`config.mk`:
```
export PLATFORM = sky130hd
export DESIGN_NAME = slp_wake_seq
export DESIGN_NICKNAME = d
export VERILOG_FILES = /design/src/rtl/slpw_pkg.sv /design/src/rtl/slpw_cfg_reg.sv /design/src/rtl/slpw_settle_cnt.sv /design/src/rtl/slpw_fsm.sv /design/src/rtl/slp_wake_seq.sv
export SDC_FILE = /design/constraint.sdc
export NUM_CORES = 1
export LEC_CHECK = 0
export ABC_AREA = 1
export BUFFER_PORTS_ARGS = -buffer_cell sky130_fd_sc_hd__buf_2
export CORE_ASPECT_RATIO = 1.2
export CORE_UTILIZATION = 33
export DETAILED_ROUTE_END_ITERATION = 6
export GPL_TIMING_DRIVEN = 1
export PLACE_DENSITY = 0.84
export SYNTH_ARGS = -nofsm -noshare
export SYNTH_HDL_FRONTEND = slang
export SYNTH_SLANG_ARGS = --single-unit
export TNS_END_PERCENT = 5
```
`constraint.sdc`:
```
create_clock -name clk -period 1.6 [get_ports clk]
set_clock_uncertainty 0.15 [all_clocks]
set_input_delay 0.16 -clock clk [delete_from_list [all_inputs] [get_ports clk]]
set_output_delay 0.16 -clock clk [all_outputs]
set_load 0.1 [all_outputs]
```
`src/rtl/slpw_pkg.sv`:
```
// Shared types for the sleep wakeup sequencer.
// Assumes: one state encoding is shared by the controller and the checker.
package slpw_pkg;

    typedef enum logic [1:0] {
        ST_RUN   = 2'd0,
        ST_SLEEP = 2'd1,
        ST_STAB  = 2'd2,
        ST_READY = 2'd3
    } slpw_state_e;

    // Bit position of the fast-wakeup enable in the configuration word.
    localparam int FAST_POS = 1;

endpackage

```
`src/rtl/slpw_cfg_reg.sv`:
```
// Configuration register that holds the retained fast-wakeup bit.
// Assumes: srst_n combines every true reset source, and reserved bits read as zero.
module slpw_cfg_reg #(
    parameter int DATA_W   = 32,
    parameter int FAST_POS = slpw_pkg::FAST_POS
) (
    input  logic              clk,
    input  logic              srst_n,
    input  logic              wr_en,
    input  logic [DATA_W-1:0] wdata,
    output logic              fast_q,
    output logic [DATA_W-1:0] rdata
);

    logic unused_wdata;

    // Capture the enable bit on a bus write; the bit is cleared only by reset.
    always_ff @(posedge clk) begin
        if (!srst_n) begin
            fast_q <= 1'b0;
        end else if (wr_en) begin
            fast_q <= wdata[FAST_POS];
        end
    end

    // Build the read word, leaving every reserved bit at zero.
    always_comb begin
        rdata           = '0;
        rdata[FAST_POS] = fast_q;
    end

    // The reserved write bits carry no function.
    assign unused_wdata = ^wdata;

endmodule

```
`src/rtl/slpw_settle_cnt.sv`:
```
// Counts millisecond ticks while the supply settles and flags the final tick.
// Assumes: active stays high for the whole settling phase, and the count restarts at zero each time.
module slpw_settle_cnt #(
    parameter int DELAY_TICKS = 10
) (
    input  logic clk,
    input  logic srst_n,
    input  logic active,
    input  logic tick,
    output logic done
);

    localparam int CNT_W = (DELAY_TICKS > 1) ? $clog2(DELAY_TICKS) : 1;

    generate
        if (DELAY_TICKS == 0) begin : g_no_delay
            // A zero-length delay finishes as soon as settling starts.
            assign done = active;
        end else begin : g_delay
            localparam logic [CNT_W-1:0] LAST = CNT_W'(DELAY_TICKS - 1);
            logic [CNT_W-1:0] cnt_q;

            // Advance on each tick during settling, and hold at zero otherwise.
            always_ff @(posedge clk) begin
                if (!srst_n || !active) begin
                    cnt_q <= '0;
                end else if (tick) begin
                    cnt_q <= cnt_q + 1'b1;
                end
            end

            // The final tick completes the settling interval.
            assign done = active && tick && (cnt_q == LAST);
        end
    endgenerate

endmodule

```
`src/rtl/slpw_fsm.sv`:
```
// Sleep/wake state controller. Decodes supply, oscillator and ready outputs.
// Assumes: sleep_req and wake_evt are single-cycle strobes, and settle_done comes from the tick counter.
module slpw_fsm
    import slpw_pkg::*;
(
    input  logic        clk,
    input  logic        srst_n,
    input  logic        sleep_req,
    input  logic        wake_evt,
    input  logic        fast,
    input  logic        settle_done,
    output slpw_state_e state_o,
    output logic        run_ready,
    output logic        supply_en,
    output logic        osc_keep_on
);

    slpw_state_e state_q, state_d;

    // Choose the next state from the current state and the strobes.
    always_comb begin
        state_d = state_q;
        unique case (state_q)
            ST_RUN, ST_READY: begin
                if (sleep_req)          state_d = ST_SLEEP;
                else if (state_q == ST_READY) state_d = ST_RUN;
            end
            ST_SLEEP: begin
                if (wake_evt)           state_d = fast ? ST_READY : ST_STAB;
            end
            ST_STAB: begin
                if (settle_done)        state_d = ST_READY;
            end
            default:                    state_d = ST_RUN;
        endcase
    end

    // State register; every reset source returns the block to RUN.
    always_ff @(posedge clk) begin
        if (!srst_n) state_q <= ST_RUN;
        else         state_q <= state_d;
    end

    // Drive the outputs from the state and the retained fast bit.
    always_comb begin
        run_ready   = (state_q == ST_RUN) || (state_q == ST_READY);
        supply_en   = !((state_q == ST_SLEEP) && !fast);
        osc_keep_on = (state_q == ST_SLEEP) && fast;
    end

    assign state_o = state_q;

endmodule

```
`src/rtl/slp_wake_seq.sv`:
```
// Top level of the sleep wakeup delay sequencer.
// Assumes: all three resets are synchronous and active low, and ms_tick is one cycle wide.
module slp_wake_seq
    import slpw_pkg::*;
#(
    parameter int DATA_W   = 32,
    parameter int DELAY_MS = 10
) (
    input  logic              clk,
    input  logic              rst_n,
    input  logic              gpio_rst_n,
    input  logic              wdog_rst_n,
    input  logic              reg_en,
    input  logic              reg_we,
    input  logic [DATA_W-1:0] reg_wdata,
    output logic [DATA_W-1:0] reg_rdata,
    input  logic              sleep_req,
    input  logic              wake_evt,
    input  logic              ms_tick,
    output logic              supply_en,
    output logic              run_ready,
    output logic              osc_keep_on
);

    logic        srst_n;
    logic        fast_q;
    logic        settle_done;
    logic        in_sleep;
    logic        in_stab;
    slpw_state_e cur_state;

    // Combine the true reset sources; wakeup itself never resets.
    assign srst_n = rst_n && gpio_rst_n && wdog_rst_n;

    slpw_cfg_reg #(
        .DATA_W  (DATA_W),
        .FAST_POS(FAST_POS)
    ) u_cfg (
        .clk   (clk),
        .srst_n(srst_n),
        .wr_en (reg_en && reg_we),
        .wdata (reg_wdata),
        .fast_q(fast_q),
        .rdata (reg_rdata)
    );

    slpw_settle_cnt #(
        .DELAY_TICKS(DELAY_MS)
    ) u_cnt (
        .clk   (clk),
        .srst_n(srst_n),
        .active(in_stab),
        .tick  (ms_tick),
        .done  (settle_done)
    );

    slpw_fsm u_fsm (
        .clk        (clk),
        .srst_n     (srst_n),
        .sleep_req  (sleep_req),
        .wake_evt   (wake_evt),
        .fast       (fast_q),
        .settle_done(settle_done),
        .state_o    (cur_state),
        .run_ready  (run_ready),
        .supply_en  (supply_en),
        .osc_keep_on(osc_keep_on)
    );

    // State flags shared by the counter and the checker.
    assign in_sleep = (cur_state == ST_SLEEP);
    assign in_stab  = (cur_state == ST_STAB);

endmodule

```
==> impl_metrics.ini, run 1 <==
[run_status]
status = finished clean

[critical_path]
slowest_delay_ns = 0.37
critPathMaxFanout = 4
crit_family = flip-flops
worstPathRequired_ns = 1.29
cp.arrival_ns = 1.20
crit_path_start_kind = flop
path_cells = inv_1 -> ha_1 -> nand2_1 -> inv_1 -> buf_12
critPathSlowestCell = dfxtp_2
critPathKind = reg2out
critPathMostFrequentCell = inv_1
cp_num_buf_inv = 3
cp-end-kind = primary output

[global_route]
antenna_found_initial = 0
grt.overflow.total = 0
first_global_vias = 405
grt_pass1_wl_mm = 1.48
grt_max_degree = 6
grt_usage_pct = 8.88

[hold_path]
worstHoldPathType = in2reg

[power_and_ir_drop]
p_leak_nw = 0.405
ir_drop_uv = 429
pwr_density_cell_nw_per_um2 = 1010

[clock_tree]
cts_inserted_buffers = 3
cts_buffer_depth = 2
cts-root-buf = clkbuf_4
path_clk_slew_ns = 0.05
insertion_delay_ns = 0.25
cts_tree = yes
cts_hold_buf = 0
clock_sinks = 7
cts-htree-levels = 1

[floorplan]
core-area_um2 = 1870
die_y_um = 51.4
start_util_pct = 35.9
die_area_um2 = 2220
rows = 17
chipWidth_um = 43.2
design.portCount = 76

[cells_and_area]
synthToLayoutAreaGrowth_pct = 7.08
final_cell_mix = 31 x conb_1, 15 x nand2_1, 12 x inv_1
antenna_cells = 0
fin_area_um2 = 719
final_cells = 130
final_core_util_pct = 38.4
final_common_cell = conb_1
fin_nets = 158
drive_gt1_share_pct = 19.8

[placement]
port_buffers = 13
dpl_cell_area_um2 = 691
gp_congestion = 0.716
pre_cts_slack_ns = 0.183
dp_cells = 126
hpwl_um = 834

[synth]
syn_avg_cell_area_um2 = 7.00
ys_warn_count = 0
syn_area_um2 = 672
synthCells = 96
synth_top_cell_by_area = buf_4
synth_seq_area_share_pct = 20.9
ys_top_cells_by_area = buf_4 36%, dfxtp_1 21%, ha_1 9.3%
ys_types = 17
synth_top_cell_area_share_pct = 35.8
synth_seq_cells = 7

[detailed_routing]
totalWireLength_um = 944
wl_per_cell_um = 7.26
drtIter0Drc = 8
vias_per_cell = 3.79
drtAntennaViolNets = 0
vias = 493
drc = 0
first_pass_iters = 3

[timing]
hold_violations = 0
rsz0062_at_grt = no
setup_ws_ns = 0.0891
fin_tns_setup_ns = 0
setup_viol = 0
period_share_pct = 94.4
fin_crit_ns = 1.51
maxSlewViolCount = 0
fmax_mhz = 662

[run]
cap_violations = 0
[cell type report]
| type | instances | area, um2 |
|---|---|---|
| multi-input cells | 72 | 360 |
| inverters | 15 | 56.3 |
| fillers | 201 | 1150 |
| well taps | 19 | 23.8 |
| flip-flops and latches | 7 | 143 |
| clock buffers | 4 | 26.3 |
| repair buffers | 13 | 110 |
[cells in the mapped netlist]
cell      instances
buf_4            32
nand2_1          15
inv_1            12
dfxtp_1           7
nor2_1            6
ha_1              5
a21oi_1           4
nand3_1           4
inv_2             2
xnor2_1           2
clkinv_1          1
conb_1            1
mux2i_1           1
nand2_2           1
nand4_1           1
o21ai_0           1
o21ai_1           1
[per-layer routing]
layer / vias up / track usage (%) / wire length, um
li1: 254 / - / -
met1: 209 / 9.64 / 367
met2: 28 / 15.7 / 487
met3: 2 / 2.12 / 73
met4: 0 / 4.55 / 15
met5: - / 0 / 0
[sequential cells by signal, indices dropped and copies added, names as in the netlist]
name	count
u_fsm.state_o	2
u_cfg.fast_q	1
u_cnt.g_delay.cnt_q	4
[cell families after synthesis]
| logic type | share of synthesized area, % |
|---|---|
| XOR/XNOR | 2.61 |
| AND/OR/NAND/NOR | 16.6 |
| buffers and inverters | 44.1 |
| multiplexers | 1.49 |
| other | 0.558 |
| AO/OA/AOI/OAI | 4.47 |
| adder cells (fa/ha/maj) | 9.31 |
| flip-flops | 20.9 |
[worst paths after layout]
kind         cells past startpoint                     end              startpoint  slack, ns
max reg2reg                      7        u_fsm.state_o[0]        u_fsm.state_o[0]       0.23
min reg2reg                      2  u_cnt.g_delay.cnt_q[3]  u_cnt.g_delay.cnt_q[3]       0.33
min                              3            u_cfg.fast_q                  reg_we       0.02
max                              5             osc_keep_on        u_fsm.state_o[1]       0.09
[stage by stage]
stage          hold WS, ns  power (mW)
2_1_floorplan        0.165       0.606
3_3_place_gp         0.284       0.570
3_5_place_dp         0.289       0.573
4_1_cts             0.0260       0.731
5_1_grt             0.0459       0.753
6_report            0.0248       0.728
[worst reg2reg max path: stages (launching register included)]
cell and delay, ns:
dfxtp_2 0.36, inv_1 0.08, ha_4 0.30, nand3_1 0.08, nand2_1 0.07, inv_2 0.05
a21oi_1 0.12, nor2_1 0.06
[repair_timing]
item | 4_1_cts | 5_1_grt
gates resized for setup | 0 | 2
buffers inserted | 0 | 0
setup endpoints to repair | 0 | 2
[where the power goes]
part / total [mW] / leakage [nW] / internal (mW) / switching [mW]
Sequential: 0.179 / 0.0575 / 0.177 / 0.00247
Clock: 0.158 / 0.0150 / 0.0950 / 0.0630
Combinational: 0.391 / 0.333 / 0.0311 / 0.360
(Power assumes the default switching activity.)
==> run 2: changes to the inputs <==
--- a/config.mk
+++ b/config.mk
@@ -8,10 +8,10 @@
 export ABC_AREA = 1
 export BUFFER_PORTS_ARGS = -buffer_cell sky130_fd_sc_hd__buf_2
 export CORE_ASPECT_RATIO = 1.2
-export CORE_UTILIZATION = 33
+export CORE_UTILIZATION = 30
 export DETAILED_ROUTE_END_ITERATION = 6
 export GPL_TIMING_DRIVEN = 1
-export PLACE_DENSITY = 0.84
+export PLACE_DENSITY = 0.81
 export SYNTH_ARGS = -nofsm -noshare
 export SYNTH_HDL_FRONTEND = slang
 export SYNTH_SLANG_ARGS = --single-unit
==> constraint.sdc (replaced) <==
create_clock -name clk -period 1.35 [get_ports clk]
set_clock_uncertainty 0.15 [all_clocks]
set_input_delay 0.135 -clock clk [delete_from_list [all_inputs] [get_ports clk]]
set_output_delay 0.135 -clock clk [all_outputs]
set_load 0.1 [all_outputs]
==> run 2 against run 1 <==
Against the previous run: cell count up 12%; the flow now finishes with violations (setup timing); critical endpoint is now u_fsm.state_o[0]; die area up 9.6%; clock-buffer cell count unchanged; critical path type is now reg2reg; non-clock buffer count up 4.
==> impl_metrics.ini, run 2 (synthesized netlist as in run 1, its figures left out) <==
[run_status]
status = finished with violations
violations = setup timing

[clock_tree]
path_clk_slew_ns = 0.05
cts_tree = yes
cts-root-buf = clkbuf_4
clock_sinks = 7
cts_buffer_depth = 2
insertion_delay_ns = 0.24
cts_hold_buf = 0
cts_inserted_buffers = 3
cts-htree-levels = 1

[detailed_routing]
vias = 510
drtAntennaViolNets = 0
drc = 0
first_pass_iters = 2
totalWireLength_mm = 1.07
drtIter0Drc = 3
vias_per_cell = 3.52
wl_per_cell_um = 7.37

[power_and_ir_drop]
p_int_mw = 0.370
clkPwrFrac_pct = 20.7
ir_drop_uv = 517
seqPwrFrac_pct = 24.1
p_sw_mw = 0.508
p_total_mw = 0.878
pwr_density_cell_nw_per_um2 = 1060
p_leak_nw = 0.440
p_comb_share_pct = 55.2
swShare_pct = 57.9

[global_route]
grt.overflow.total = 0
antenna_found_initial = 0
first_global_vias = 471
grt_pass1_wl_mm = 1.77
grt_max_degree = 6
grt_usage_pct = 10.2

[critical_path]
critPathKind = reg2reg
critPathMaxFanout = 4
worstPathRequired_ns = 1.33
crit_start = u_fsm.state_o[0]
crit_path_start_kind = flop
timing.rr.start = u_fsm.state_o[0]
cp-end-kind = flop
r2r_cells = 8
cp.arrival_ns = 1.45
rr_endpoint = u_fsm.state_o[0]
crit_path_end = u_fsm.state_o[0]
worst-r2r-setup-slack_ns = -0.11

[timing]
fmax_mhz = 683
fin_crit_ns = 1.46
rsz0062_at_grt = yes
period_share_pct = 109
maxSlewViolCount = 0
hold_violations = 0
setup_ws_ns = -0.115
setup_viol = 4

[cells_and_area]
num-fill-cells = 223
antenna_cells = 0
final_cells = 145
final_common_cell = conb_1
fin_nets = 162
regMostFlops = u_cnt.g_delay.cnt_q
largest_reg_flops = 4
drive_gt1_share_pct = 30.4
synthToLayoutAreaGrowth_pct = 23.5
fin_area_um2 = 830
final_cell_mix = 31 x conb_1, 13 x nand2_1, 9 x inv_1, 9 x buf_2, 6 x nor2_1

[placement]
dpl_cell_area_um2 = 737
pre_cts_slack_ns = -0.0476
port_buffers = 13
hpwl_um = 839
dp_cells = 139
gp_congestion = 0.696

[floorplan]
design.portCount = 76
chipWidth_um = 45.2
die_area_um2 = 2430
die_y_um = 53.8
start_util_pct = 32.1
core-area_um2 = 2090
rows = 18

[hold_path]
worstHoldPathCells = 3
worstHoldPathType = in2reg

[run]
cap_violations = 0
[run 2: layout make-up]
type | instances | area, um2 | share of cell area, %
well taps | 30 | 37.5 | 4.52
repair buffers | 17 | 163 | 19.6
flip-flops and latches | 7 | 148 | 17.8
clock buffers | 4 | 26.3 | 3.17
inverters | 15 | 58.8 | 7.09
multi-input cells | 72 | 397 | 47.8
[run 2: worst min-delay path by stage]
stage | startpoint | end | slack, ns
5_1_grt | reg_we | u_cfg.fast_q | 0.05
6_report | reg_we | u_cfg.fast_q | 0.03
4_1_cts | reg_we | u_cfg.fast_q | 0.02
3_3_place_gp | reg_we | u_cfg.fast_q | 0.26
3_5_place_dp | reg_we | u_cfg.fast_q | 0.28
2_1_floorplan | reg_we | u_cfg.fast_q | 0.14
[run 2: per-stage QoR]
step	util, %	hold WS (ns)	TNS (ns)
finish	39.6	0.0254	-0.383
global route	39.6	0.0505	-0.718
CTS	38.2	0.0163	-0.375
detailed placement	35.2	0.277	-0.0734
global placement	35.2	0.260	-0.0646
floorplan	-	0.140	-0.547
[run 2: what timing repair did]
action	in CTS	in global routing
endpoints found under the setup margin	5	5
setup buffers	1	1
pin swaps	1	5
gates resized for setup	12	5
hold endpoints to repair	0	0
[run 2: worst max-delay path: stages, from the launching register on]
cell and delay (ns):
dfxtp_4 0.38, inv_4 0.04, ha_4 0.26, buf_6 0.10, nand3_2 0.07, nand2_1 0.09
inv_2 0.06, a21oi_1 0.13, nor2_1 0.06
[run 2: layer usage]
layer	wire, um	up-vias	share of wire, %	global-route usage (%)
met3	89	2	8.3	3.02
met5	0	-	0	0
met4	9	0	0.84	7.58
li1	-	262	-	-
met1	346	221	32	8.84
met2	622	25	58	19.3
[run 2: power groups by stage]
stage                     sequential, mW  combinational [mW]  clock [mW]
after CTS                          0.211               0.474       0.189
after floorplan                    0.216               0.503           0
after global placement             0.217               0.466           0
after detailed placement           0.217               0.467           0
after global routing               0.211               0.502       0.206
final                              0.211               0.484       0.182
==> run 3: changes to the inputs <==
--- a/config.mk
+++ b/config.mk
@@ -5,13 +5,12 @@
 export SDC_FILE = /design/constraint.sdc
 export NUM_CORES = 1
 export LEC_CHECK = 0
-export ABC_AREA = 1
 export BUFFER_PORTS_ARGS = -buffer_cell sky130_fd_sc_hd__buf_2
 export CORE_ASPECT_RATIO = 1.2
-export CORE_UTILIZATION = 30
+export CORE_UTILIZATION = 29
 export DETAILED_ROUTE_END_ITERATION = 6
 export GPL_TIMING_DRIVEN = 1
-export PLACE_DENSITY = 0.81
+export PLACE_DENSITY = 0.8
 export SYNTH_ARGS = -nofsm -noshare
 export SYNTH_HDL_FRONTEND = slang
 export SYNTH_SLANG_ARGS = --single-unit
==> run 3 against run 2 <==
Against the previous run: the flow still finishes with violations (setup timing); sequential power shrank 2%; largest power group unchanged; sequential share of layout area increased by 1.0 points; first-iteration DRC count rose to 2.7 times the previous value; critical endpoint is now osc_keep_on.
==> impl_metrics.ini, run 3 <==
[power_and_ir_drop]
ir_drop_uv = 599
p_int_mw = 0.350
clkPwrFrac_pct = 22.5
pwr_density_cell_nw_per_um2 = 1050
seqPwrFrac_pct = 24.8
swShare_pct = 57.9
p_leak_nw = 0.379
p_sw_mw = 0.481
p_comb_share_pct = 52.7

[timing]
setup_viol = 5
fmax_mhz = 643
period_share_pct = 115
hold_violations = 0
fin_tns_setup_ns = -0.815
setup_ws_ns = -0.206
fin_crit_ns = 1.56
rsz0062_at_grt = yes
maxSlewViolCount = 0

[critical_path]
cp.arrival_ns = 1.27
critPathKind = reg2out
worst-r2r-setup-slack_ns = -0.19
r2r_cells = 5
cp-end-kind = primary output
worstPathRequired_ns = 1.07
critPathMaxFanout = 4
crit_path_start_kind = flop

[cells_and_area]
drive_gt1_share_pct = 34.3
final_cell_mix = 31 x conb_1, 9 x buf_2, 6 x nand2_1
num-fill-cells = 211
final_common_cell = conb_1
largest_reg_flops = 4
synthToLayoutAreaGrowth_pct = 24.6
regMostFlops = u_cnt.g_delay.cnt_q
fin_area_um2 = 792
antenna_cells = 0
final_cells = 129
fin_nets = 146
seqCellArea_um2 = 149
multi_input_area_um2 = 379

[synth]
synth_top_cell_by_area = buf_4
ys_types = 21
synth_edf_count = 0
synth_seq_area_share_pct = 22.0
synth_top_cell_area_share_pct = 37.8
synth_seq_cells = 7
ys_top_cells_by_area = buf_4 38%, dfxtp_1 22%, ha_1 9.8%
ys_warn_count = 0
yosysMostFrequentCell = buf_4
synthTopCellsByCount = 32 x buf_4, 7 x dfxtp_1, 6 x nand2_1, 5 x ha_1, 5 x nor2_1
synthCells = 77
syn_area_um2 = 636
synthArstFlopShare_pct = 0
syn_avg_cell_area_um2 = 8.25
synth_ff_type = dfxtp_1

[placement]
gp_congestion = 0.700
dp_cells = 124
port_buffers = 13
dpl_cell_area_um2 = 734
hpwl_um = 832

[run]
cap_violations = 0

[global_route]
antenna_found_initial = 0
first_global_vias = 426
grt_max_degree = 7
grt_pass1_wl_mm = 1.68
grt.overflow.total = 0
grt_usage_pct = 9.53

[floorplan]
chipWidth_um = 44.7
die_y_um = 53.3
core-area_um2 = 2070
design.portCount = 76
die_area_um2 = 2380
rows = 18
start_util_pct = 30.7

[detailed_routing]
drtAntennaViolNets = 0
vias = 467
top_layer = met3
wl_met2_um = 516
vias_per_cell = 3.62
totalWireLength_um = 968
first_pass_iters = 4
m1WireLength_um = 365
drc = 0
drtIter0Drc = 8
route.met3.wl_um = 85
wl_per_cell_um = 7.50

[clock_tree]
insertion_delay_ns = 0.24
cts-root-buf = clkbuf_4
cts_inserted_buffers = 3
cts_buffer_depth = 2
clock_sinks = 7
cts-htree-levels = 1
path_clk_slew_ns = 0.05
cts_tree = yes

[hold_path]
worstHoldPathType = in2reg
worstHoldPathCells = 3

[run_status]
status = finished with violations
violations = setup timing
[run 3: layout make-up]
class | instances | share of cell area, %
Clock buffer | 4 | 3.32
Inverter | 4 | 2.05
Multi-Input combinational cell | 64 | 47.9
Sequential cell | 7 | 18.8
Tap cell | 30 | 4.74
Timing Repair Buffer | 20 | 23.2
[run 3: layer usage]
| metal | up-vias | track usage, % |
|---|---|---|
| li1 | 230 | - |
| met2 | 32 | 20.1 |
| met1 | 205 | 8.52 |
| met4 | 0 | 3.03 |
| met5 | - | 0 |
| met3 | 0 | 2.05 |
[run 3: worst max-delay path, cell delays in order (launching register included)]
cell     delay [ns]
dfxtp_4        0.37
inv_2          0.04
ha_2           0.17
and2_4         0.15
buf_4          0.13
buf_12         0.15
[run 3: path summary, 6_finish.rpt]
check | start | end
worst min-delay path | reg_wdata[1] | u_cfg.fast_q
worst min register to register | u_fsm.state_o[0] | u_fsm.state_o[0]
worst max-delay path | u_fsm.state_o[1] | osc_keep_on
worst max register to register | u_fsm.state_o[0] | u_fsm.state_o[1]
[run 3: cell families (layout without fill, tap and decap cells)]
family / Yosys count / after routing / synth area share [%]
and+or+nand+nor: 19 / 19 / 14.6
adders and majority gates: 5 / 5 / 9.84
muxes: 2 / 2 / 3.15
other: 1 / 31 / 0.590
AOI/OAI and AO/OA: 4 / 4 / 5.32
xor gates and xnor gates: 3 / 3 / 4.13
buffers and inverters: 36 / 28 / 40.4
DFF: 7 / 7 / 22.0
[run 3: power by group through the flow]
stage	Sequential [mW]	Combinational (mW)	Clock, mW
2_1_floorplan	0.213	0.474	0
3_3_place_gp	0.214	0.431	0
3_5_place_dp	0.214	0.433	0
4_1_cts	0.208	0.437	0.197
5_1_grt	0.206	0.452	0.213
6_report	0.206	0.438	0.187
[run 3: what timing repair did]
item,4_1_cts,5_1_grt
hold buffers,1,0
endpoints found under the hold margin,1,0
pin swaps,0,1
setup endpoints to repair,5,5
resized for setup,7,4
cloned,0,0
setup buffers,0,0
[run 3: per-stage QoR]
step | setup slack, ns | hold WS (ns) | util, % | power [mW]
global route | -0.261 | 0.0263 | 38.2 | 0.870
CTS | -0.219 | 0.00558 | 37.9 | 0.842
finish | -0.206 | 0.0105 | 38.2 | 0.831
floorplan | -0.258 | 0.0796 | - | 0.687
global placement | -0.160 | 0.248 | 35.4 | 0.645
detailed placement | -0.305 | 0.261 | 35.4 | 0.647
